## config.mk

```make
export PLATFORM = sky130hd
export DESIGN_NAME = tccu_top
export DESIGN_NICKNAME = d
export VERILOG_FILES = /design/src/rtl/tccu_pkg.sv /design/src/rtl/tccu_dp.sv /design/src/rtl/tccu_ctrl.sv /design/src/rtl/tccu_top.sv
export SDC_FILE = /design/constraint.sdc
export NUM_CORES = 1
export LEC_CHECK = 0
export BUFFER_PORTS_ARGS = -buffer_cell sky130_fd_sc_hd__buf_4
export CORE_MARGIN = 2
export CORE_UTILIZATION = 50
export DETAILED_ROUTE_END_ITERATION = 10
export GPL_ROUTABILITY_DRIVEN = 0
export PLACE_DENSITY_LB_ADDON = 0.25
export SETUP_SLACK_MARGIN = 0.15
export SLEW_MARGIN = 20
export SYNTH_ARGS = -nofsm -noshare
export SYNTH_HDL_FRONTEND = slang
export SYNTH_HIERARCHICAL = 1
export SYNTH_SLANG_ARGS = --single-unit
```

## constraint.sdc

```tcl
create_clock -name clk -period 3.4 [get_ports clk]
set_input_delay 0.68 -clock clk [delete_from_list [all_inputs] [get_ports clk]]
set_output_delay 0.68 -clock clk [all_outputs]
set_load 0.005 [all_outputs]
```

## src/rtl/tccu_pkg.sv

```systemverilog
package tccu_pkg;
  localparam int CTL_W = 10;   // writable control bits
  localparam int RD_W  = 13;   // control bits seen on a read

  localparam logic [2:0] OM_BIT     = 3'd0;
  localparam logic [2:0] OM_SET     = 3'd1;
  localparam logic [2:0] OM_TGL_RST = 3'd2;
  localparam logic [2:0] OM_SET_RST = 3'd3;
  localparam logic [2:0] OM_TGL     = 3'd4;
  localparam logic [2:0] OM_RST     = 3'd5;
  localparam logic [2:0] OM_TGL_SET = 3'd6;
  localparam logic [2:0] OM_RST_SET = 3'd7;

  typedef struct packed {
    logic wrCcr;    // bus write to the channel register
    logic capTake;  // capture the count into the channel register
  } chStrobe_t;

  // action on the channel's own match
  function automatic logic ownAct(logic [2:0] m, logic q);
    case (m)
      OM_SET, OM_SET_RST:             ownAct = 1'b1;
      OM_TGL_RST, OM_TGL, OM_TGL_SET: ownAct = ~q;
      OM_RST, OM_RST_SET:             ownAct = 1'b0;
      default:                        ownAct = q;
    endcase
  endfunction

  // action on the channel 0 match
  function automatic logic periodAct(logic [2:0] m, logic q);
    case (m)
      OM_TGL_RST, OM_SET_RST: periodAct = 1'b0;
      OM_TGL_SET, OM_RST_SET: periodAct = 1'b1;
      default:                periodAct = q;
    endcase
  endfunction
endpackage

```

## src/rtl/tccu_dp.sv

```systemverilog
module tccu_dp
  import tccu_pkg::*;
#(
  parameter int NCH = 3,
  parameter int W   = 16
) (
  input  logic                   clk,
  input  logic                   rstN,
  input  logic                   cntEn,
  input  logic                   wrCnt,
  input  chStrobe_t [NCH-1:0]    chSt,
  input  logic [W-1:0]           wrData,
  input  logic [NCH-1:0]         capIn,
  output logic [W-1:0]           cnt,
  output logic [NCH-1:0][W-1:0]  ccr,
  output logic [NCH-1:0]         syncIn,
  output logic [NCH-1:0]         riseEv,
  output logic [NCH-1:0]         fallEv,
  output logic [NCH-1:0]         eqEv
);
  logic [NCH-1:0] syncA, syncB, syncC;

  always_ff @(posedge clk or negedge rstN) begin
    if (!rstN) begin
      syncA <= '0;
      syncB <= '0;
      syncC <= '0;
    end else begin
      syncA <= capIn;
      syncB <= syncA;
      syncC <= syncB;
    end
  end

  assign syncIn = syncB;
  assign riseEv = syncB & ~syncC;
  assign fallEv = ~syncB & syncC;

  always_ff @(posedge clk or negedge rstN) begin
    if (!rstN)           cnt <= '0;
    else if (wrCnt)      cnt <= wrData;
    else if (cntEn)      cnt <= (cnt == ccr[0]) ? '0 : cnt + 1'b1;
  end

  always_ff @(posedge clk or negedge rstN) begin
    if (!rstN) ccr <= '0;
    else begin
      for (int i = 0; i < NCH; i++) begin
        if (chSt[i].capTake)    ccr[i] <= cnt;
        else if (chSt[i].wrCcr) ccr[i] <= wrData;
      end
    end
  end

  always_comb begin
    for (int i = 0; i < NCH; i++) eqEv[i] = cntEn && (cnt == ccr[i]);
  end

  assert_wrap_R2: assert property (@(posedge clk) disable iff (!rstN)
    (cntEn && !wrCnt && cnt == ccr[0]) |=> (cnt == '0));
  assert_hold_R2: assert property (@(posedge clk) disable iff (!rstN)
    (!cntEn && !wrCnt) |=> $stable(cnt));

  for (genvar g = 0; g < NCH; g++) begin : gChk
    assert_cap_R4: assert property (@(posedge clk) disable iff (!rstN)
      chSt[g].capTake |=> (ccr[g] == $past(cnt)));
  end
endmodule

```

## src/rtl/tccu_ctrl.sv

```systemverilog
module tccu_ctrl
  import tccu_pkg::*;
#(
  parameter int NCH = 3,
  parameter int W   = 16,
  parameter int AW  = 3
) (
  input  logic                   clk,
  input  logic                   rstN,
  input  logic [AW-1:0]          busAddr,
  input  logic                   busWr,
  input  logic [CTL_W-1:0]       ctlWdata,
  input  logic [W-1:0]           cnt,
  input  logic [NCH-1:0][W-1:0]  ccr,
  input  logic [NCH-1:0]         syncIn,
  input  logic [NCH-1:0]         riseEv,
  input  logic [NCH-1:0]         fallEv,
  input  logic [NCH-1:0]         eqEv,
  output logic                   wrCnt,
  output chStrobe_t [NCH-1:0]    chSt,
  output logic [W-1:0]           busRdata,
  output logic [NCH-1:0]         cmpOut,
  output logic                   irq
);
  logic [NCH-1:0]      capMode, outBit, flag, ovf, ie, shadow, outQ, outNext;
  logic [NCH-1:0]      ctlSel, ccrSel, capTake, ownHit, ctlWr;
  logic [NCH-1:0][1:0] capEdge;
  logic [NCH-1:0][2:0] outMode;

  assign wrCnt = busWr && (busAddr == '0);

  always_comb begin
    for (int i = 0; i < NCH; i++) begin
      ctlSel[i]        = busAddr == AW'(2 * i + 1);
      ccrSel[i]        = busAddr == AW'(2 * i + 2);
      ctlWr[i]         = busWr && ctlSel[i];
      capTake[i]       = capMode[i] && ((capEdge[i][0] && riseEv[i]) ||
                                        (capEdge[i][1] && fallEv[i]));
      ownHit[i]        = !capMode[i] && eqEv[i];
      chSt[i].capTake  = capTake[i];
      chSt[i].wrCcr    = busWr && ccrSel[i];
      if (outMode[i] == OM_BIT)                 outNext[i] = outBit[i];
      else if (ownHit[i])                       outNext[i] = ownAct(outMode[i], outQ[i]);
      else if (!capMode[i] && eqEv[0])          outNext[i] = periodAct(outMode[i], outQ[i]);
      else                                      outNext[i] = outQ[i];
      cmpOut[i]        = (outMode[i] == OM_BIT) ? outBit[i] : outQ[i];
    end
  end

  always_ff @(posedge clk or negedge rstN) begin
    if (!rstN) begin
      capMode <= '0; capEdge <= '0; outMode <= '0; outBit <= '0;
      flag    <= '0; ovf     <= '0; ie      <= '0; shadow <= '0; outQ <= '0;
    end else begin
      for (int i = 0; i < NCH; i++) begin
        if (ctlWr[i]) begin
          capMode[i] <= ctlWdata[0];
          capEdge[i] <= ctlWdata[2:1];
          outMode[i] <= ctlWdata[5:3];
          outBit[i]  <= ctlWdata[6];
          ie[i]      <= ctlWdata[9];
        end
        if (capTake[i] || ownHit[i]) flag[i] <= 1'b1;
        else if (ctlWr[i])           flag[i] <= ctlWdata[7];
        if (capTake[i] && flag[i])   ovf[i]  <= 1'b1;
        else if (ctlWr[i])           ovf[i]  <= ctlWdata[8];
        if (ownHit[i])               shadow[i] <= syncIn[i];
        outQ[i] <= outNext[i];
      end
    end
  end

  assign irq = |(flag & ie);

  always_comb begin
    busRdata = '0;
    if (busAddr == '0) busRdata = cnt;
    for (int i = 0; i < NCH; i++) begin
      if (ctlSel[i])
        busRdata = {{(W - RD_W){1'b0}}, cmpOut[i], shadow[i], syncIn[i], ie[i],
                    ovf[i], flag[i], outBit[i], outMode[i], capEdge[i], capMode[i]};
      if (ccrSel[i]) busRdata = ccr[i];
    end
  end

  for (genvar g = 0; g < NCH; g++) begin : gChk
    assert_cmpflag_R3: assert property (@(posedge clk) disable iff (!rstN)
      ownHit[g] |=> flag[g]);
    assert_ovf_R5: assert property (@(posedge clk) disable iff (!rstN)
      ($rose(ovf[g]) && !$past(ctlWr[g])) |-> $past(flag[g]));
    assert_set_R6: assert property (@(posedge clk) disable iff (!rstN)
      (ownHit[g] && outMode[g] == OM_SET) |=> outQ[g]);
  end
endmodule

```

## src/rtl/tccu_top.sv

```systemverilog
module tccu_top
  import tccu_pkg::*;
#(
  parameter int NCH = 3,
  parameter int W   = 16,
  localparam int AW = $clog2(2 * NCH + 1)
) (
  input  logic           clk,
  input  logic           rstN,
  input  logic           cntEn,
  input  logic [AW-1:0]  busAddr,
  input  logic           busWr,
  input  logic [W-1:0]   busWdata,
  output logic [W-1:0]   busRdata,
  input  logic [NCH-1:0] capIn,
  output logic [NCH-1:0] cmpOut,
  output logic           irq
);
  logic                  wrCnt;
  chStrobe_t [NCH-1:0]   chSt;
  logic [W-1:0]          cnt;
  logic [NCH-1:0][W-1:0] ccr;
  logic [NCH-1:0]        syncIn, riseEv, fallEv, eqEv;

  tccu_dp #(.NCH(NCH), .W(W)) uDp (
    .clk(clk), .rstN(rstN), .cntEn(cntEn), .wrCnt(wrCnt), .chSt(chSt),
    .wrData(busWdata), .capIn(capIn), .cnt(cnt), .ccr(ccr),
    .syncIn(syncIn), .riseEv(riseEv), .fallEv(fallEv), .eqEv(eqEv)
  );

  tccu_ctrl #(.NCH(NCH), .W(W), .AW(AW)) uCtrl (
    .clk(clk), .rstN(rstN), .busAddr(busAddr), .busWr(busWr),
    .ctlWdata(busWdata[CTL_W-1:0]), .cnt(cnt), .ccr(ccr), .syncIn(syncIn),
    .riseEv(riseEv), .fallEv(fallEv), .eqEv(eqEv), .wrCnt(wrCnt),
    .chSt(chSt), .busRdata(busRdata), .cmpOut(cmpOut), .irq(irq)
  );
endmodule

```

==> flow_metrics.env <==
export IMPL_required_ps=3650
export IMPL_fill_cells=1141
export IMPL_dr_pass1_iters=5
export IMPL_worst_pin_slew_ps=745.1
export IMPL_synthArstFlopShare_pct=100.0
export IMPL_crit_chain="xor2_1 -> nor4_1 -> nand4_1 -> nor3_1 -> nor2b_1 -> mux2i_1 -> a22oi_1 -> mux2_2"
export IMPL_grt_pass1_vias=5124
export IMPL_pwr_share_seq_pct=44.2
export IMPL_cellLeakagePower_nw=3.150
export IMPL_hpwl_um=13240
export IMPL_cp_arrival_ps=3170
export IMPL_grt_met1_usage_pct=36.34
export IMPL_seq_area_frac_synth_pct=39.79
export IMPL_drtIter0Drc=473
export IMPL_p_int_mw=3.154
export IMPL_critPathKind="register to register"
export IMPL_cts_buffers_inserted=9
export IMPL_num_vias=5181
export IMPL_numClockSinks=109
export IMPL_crit_path_top_delay_cell="nor4_1"
export IMPL_use_met2_pct=43.33
export IMPL_final_common_cell="dfrtp_1"
export IMPL_postSynthCellCount=650
export IMPL_grt_ovfl_total=0
export IMPL_cts_tree="built"
export IMPL_top_usage_layer="met2"
export IMPL_combPwrFrac_pct=34.7
export IMPL_ff2ff_setup_slack_ps=480
export IMPL_wl_per_cell_um=22.37
export IMPL_path_clk_slew_ps=90
export IMPL_fin_worst_skew_ps=15.20
export IMPL_cts_resized=0
export IMPL_antenna_found_initial=0
export IMPL_worstPathMaxFanout=11
export IMPL_hold_viol=0
export IMPL_hold_buffers=0
export IMPL_syn_to_final_growth_pct=9.235
export IMPL_p_switching_mw=2.086
export IMPL_syn_avg_cell_area_um2=10.55
export IMPL_cts_max_path_buffers=2
export IMPL_htree_levels=3
export IMPL_setup_tns_ps=0
export IMPL_period_minus_slack_ps=2917
export IMPL_worstSetupStartpointType="register"
export IMPL_max_cap_viol_count=0
export IMPL_die_w_um=121.1
export IMPL_synth_seq_cells=109
export IMPL_grt_util_all_layers_pct=27.37
export IMPL_grt_pass1_wl_um=29890
export IMPL_ioPinCount=46
export IMPL_final_cell_mix="dfrtp_1, nand2_1, mux2i_1"
export IMPL_power_density_nw_per_um2=699.8
export IMPL_rows=42
export IMPL_setup_worst_path_end_class="register"
export IMPL_pwr_share_clk_pct=21.1
export IMPL_nets=698
export IMPL_min_path_type="register to register"
export IMPL_postCtsSetupRepairBufs=0
export IMPL_drcViolationCount=0
export IMPL_maxSlewHeadroom_pct=50.33
export IMPL_ir_worst_vdd_mv=0.4171
export IMPL_clock_latency_ps=370
export IMPL_routed_wl_um=19060
export IMPL_p_sw_share_pct=39.81
export IMPL_viasPerCell=6.081
export IMPL_port_buffers=45
export IMPL_synth_ff_type="dfrtp_1"
export IMPL_grt_max_degree=57
export IMPL_ys_types=54
export IMPL_yosysWarnings=6
export IMPL_die_height_um=121.1
export IMPL_ant_nets=0
export IMPL_dieArea_um2=14660
export IMPL_yosysTopAreaCell="dfrtp_1"
export IMPL_cts_root_buf="clkbuf_16"
export IMPL_diodes=0
export IMPL_layout_drive_gt1_share_pct=22.93
export IMPL_rsz0062_at_grt="no"
export IMPL_max_freq_ghz=0.3428
export IMPL_run_status="completed"
export IMPL_slew_violations=0
export IMPL_start_util_pct=51.56
export IMPL_coreArea_um2=13300
export IMPL_setup_viol=0
export IMPL_synth_edff_count=0
export IMPL_post_route_period_util_pct=85.79
export IMPL_syn_area_um2=6855
export IMPL_slowest_delay_ps=600
export IMPL_syn_nets=677
export IMPL_synth_top_area_share_pct=39.79
export IMPL_met3_usage_pct=5.498
export IMPL_synth_area_leaders="dfrtp_1, mux2i_1, xor2_1"
export IMPL_total_power_mw=5.240
## stage by stage
step,instances,instance area (um2),setup WS [ps],hold slack (ps),util [%]
floorplan,650,6855,996.5,331.2,-
global placement,836,7179,553.2,334.3,54.00
detailed placement,836,7179,534.4,335.5,54.00
CTS,852,7488,532.1,355.2,56.32
global route,852,7488,295.3,372.1,56.32
finish,852,7488,483.0,354.6,56.32
## cell usage after synthesis (4+ instances only)
master and n:
nor2b_1 18, clkbuf_1 12, inv_1 7, xor2_1 56
nor3_1 10, a21oi_1 38, nor2_1 33, mux4_1 6
nand2_1 66, dfrtp_1 109, mux2_2 27, nand4_1 4
a22oi_1 6, mux2i_1 65, buf_6 15, o21ai_2 10
buf_4 5, mux4_2 10, nand3_1 4, xnor2_1 6
buf_2 16, nor4_1 6, mux2_4 7, nor3b_1 14
o21ai_0 62
## layout make-up
class                      count  area [um2]  area share (%)
clock buffer                   9       225.2           3.008
clock inverter                 7       83.83           1.119
inverter                       8       30.03          0.4010
multi-input combinational    481        3724           49.72
sequential                   109        2728           36.42
tap                          176       220.2           2.941
timing repair buffer          62       478.0           6.383
## kinds of logic after synthesis
| group | count (synthesis) | synth area share (%) |
|---|---|---|
| AND/OR/NAND/NOR | 179 | 14.53 |
| multiplexers | 115 | 21.04 |
| flip-flops | 109 | 39.79 |
| buffers and inverters | 60 | 6.224 |
| adder cells (fa/ha/maj) | 2 | 0.3285 |
| XOR/XNOR | 62 | 7.921 |
| AO/OA/AOI/OAI | 123 | 10.17 |
## final timing paths
check                        startpoint  cells past startpoint            end
max in group asynchronous          rstN                      2     uDp/ccr[3]
hold / removal             uDp/syncA[1]                      0  uDp/syncIn[1]
setup reg to reg            uDp/cnt[10]                      8  uCtrl/outQ[2]
hold reg to reg            uDp/syncA[1]                      0  uDp/syncIn[1]
setup / recovery            uDp/cnt[10]                      8  uCtrl/outQ[2]
min in group asynchronous          rstN                      1    uDp/ccr[47]
## critical path, delay by kind of cell, from the launching register on
family | cells | cell delay [ps]
xor+xnor | 1 | 220
mux | 2 | 510
flops | 1 | 520
compound gates | 1 | 80
simple gates | 4 | 1490
## metal layers
| metal | routed length (um) | part of all wire, % |
|---|---|---|
| met2 | 9186 | 48 |
| met4 | 670 | 3.5 |
| met3 | 1242 | 6.5 |
| met1 | 7956 | 42 |
| met5 | 0 | 0 |
## flip-flops by register name, summed over array words and instances, names as in the netlist
register       cells
uDp/syncIn         3
uCtrl/capEdge      6
uDp/syncC          3
uDp/ccr           48
uCtrl/ie           3
uCtrl/flag         3
uCtrl/shadow       3
uCtrl/outMode      9
uCtrl/outBit       3
uCtrl/capMode      3
uDp/cnt           16
uCtrl/outQ         3
uCtrl/ovf          3
uDp/syncA          3
## power groups by stage
stage / combinational (mW) / sequential [mW] / clock (mW)
5_1_grt: 1.97 / 2.37 / 1.16
3_5_place_dp: 1.79 / 2.33 / 0
2_1_floorplan: 1.39 / 2.04 / 0
6_report: 1.82 / 2.32 / 1.10
3_3_place_gp: 1.74 / 2.31 / 0
4_1_cts: 1.79 / 2.31 / 1.12
Note: power is estimated with default switching activity, not from simulation.
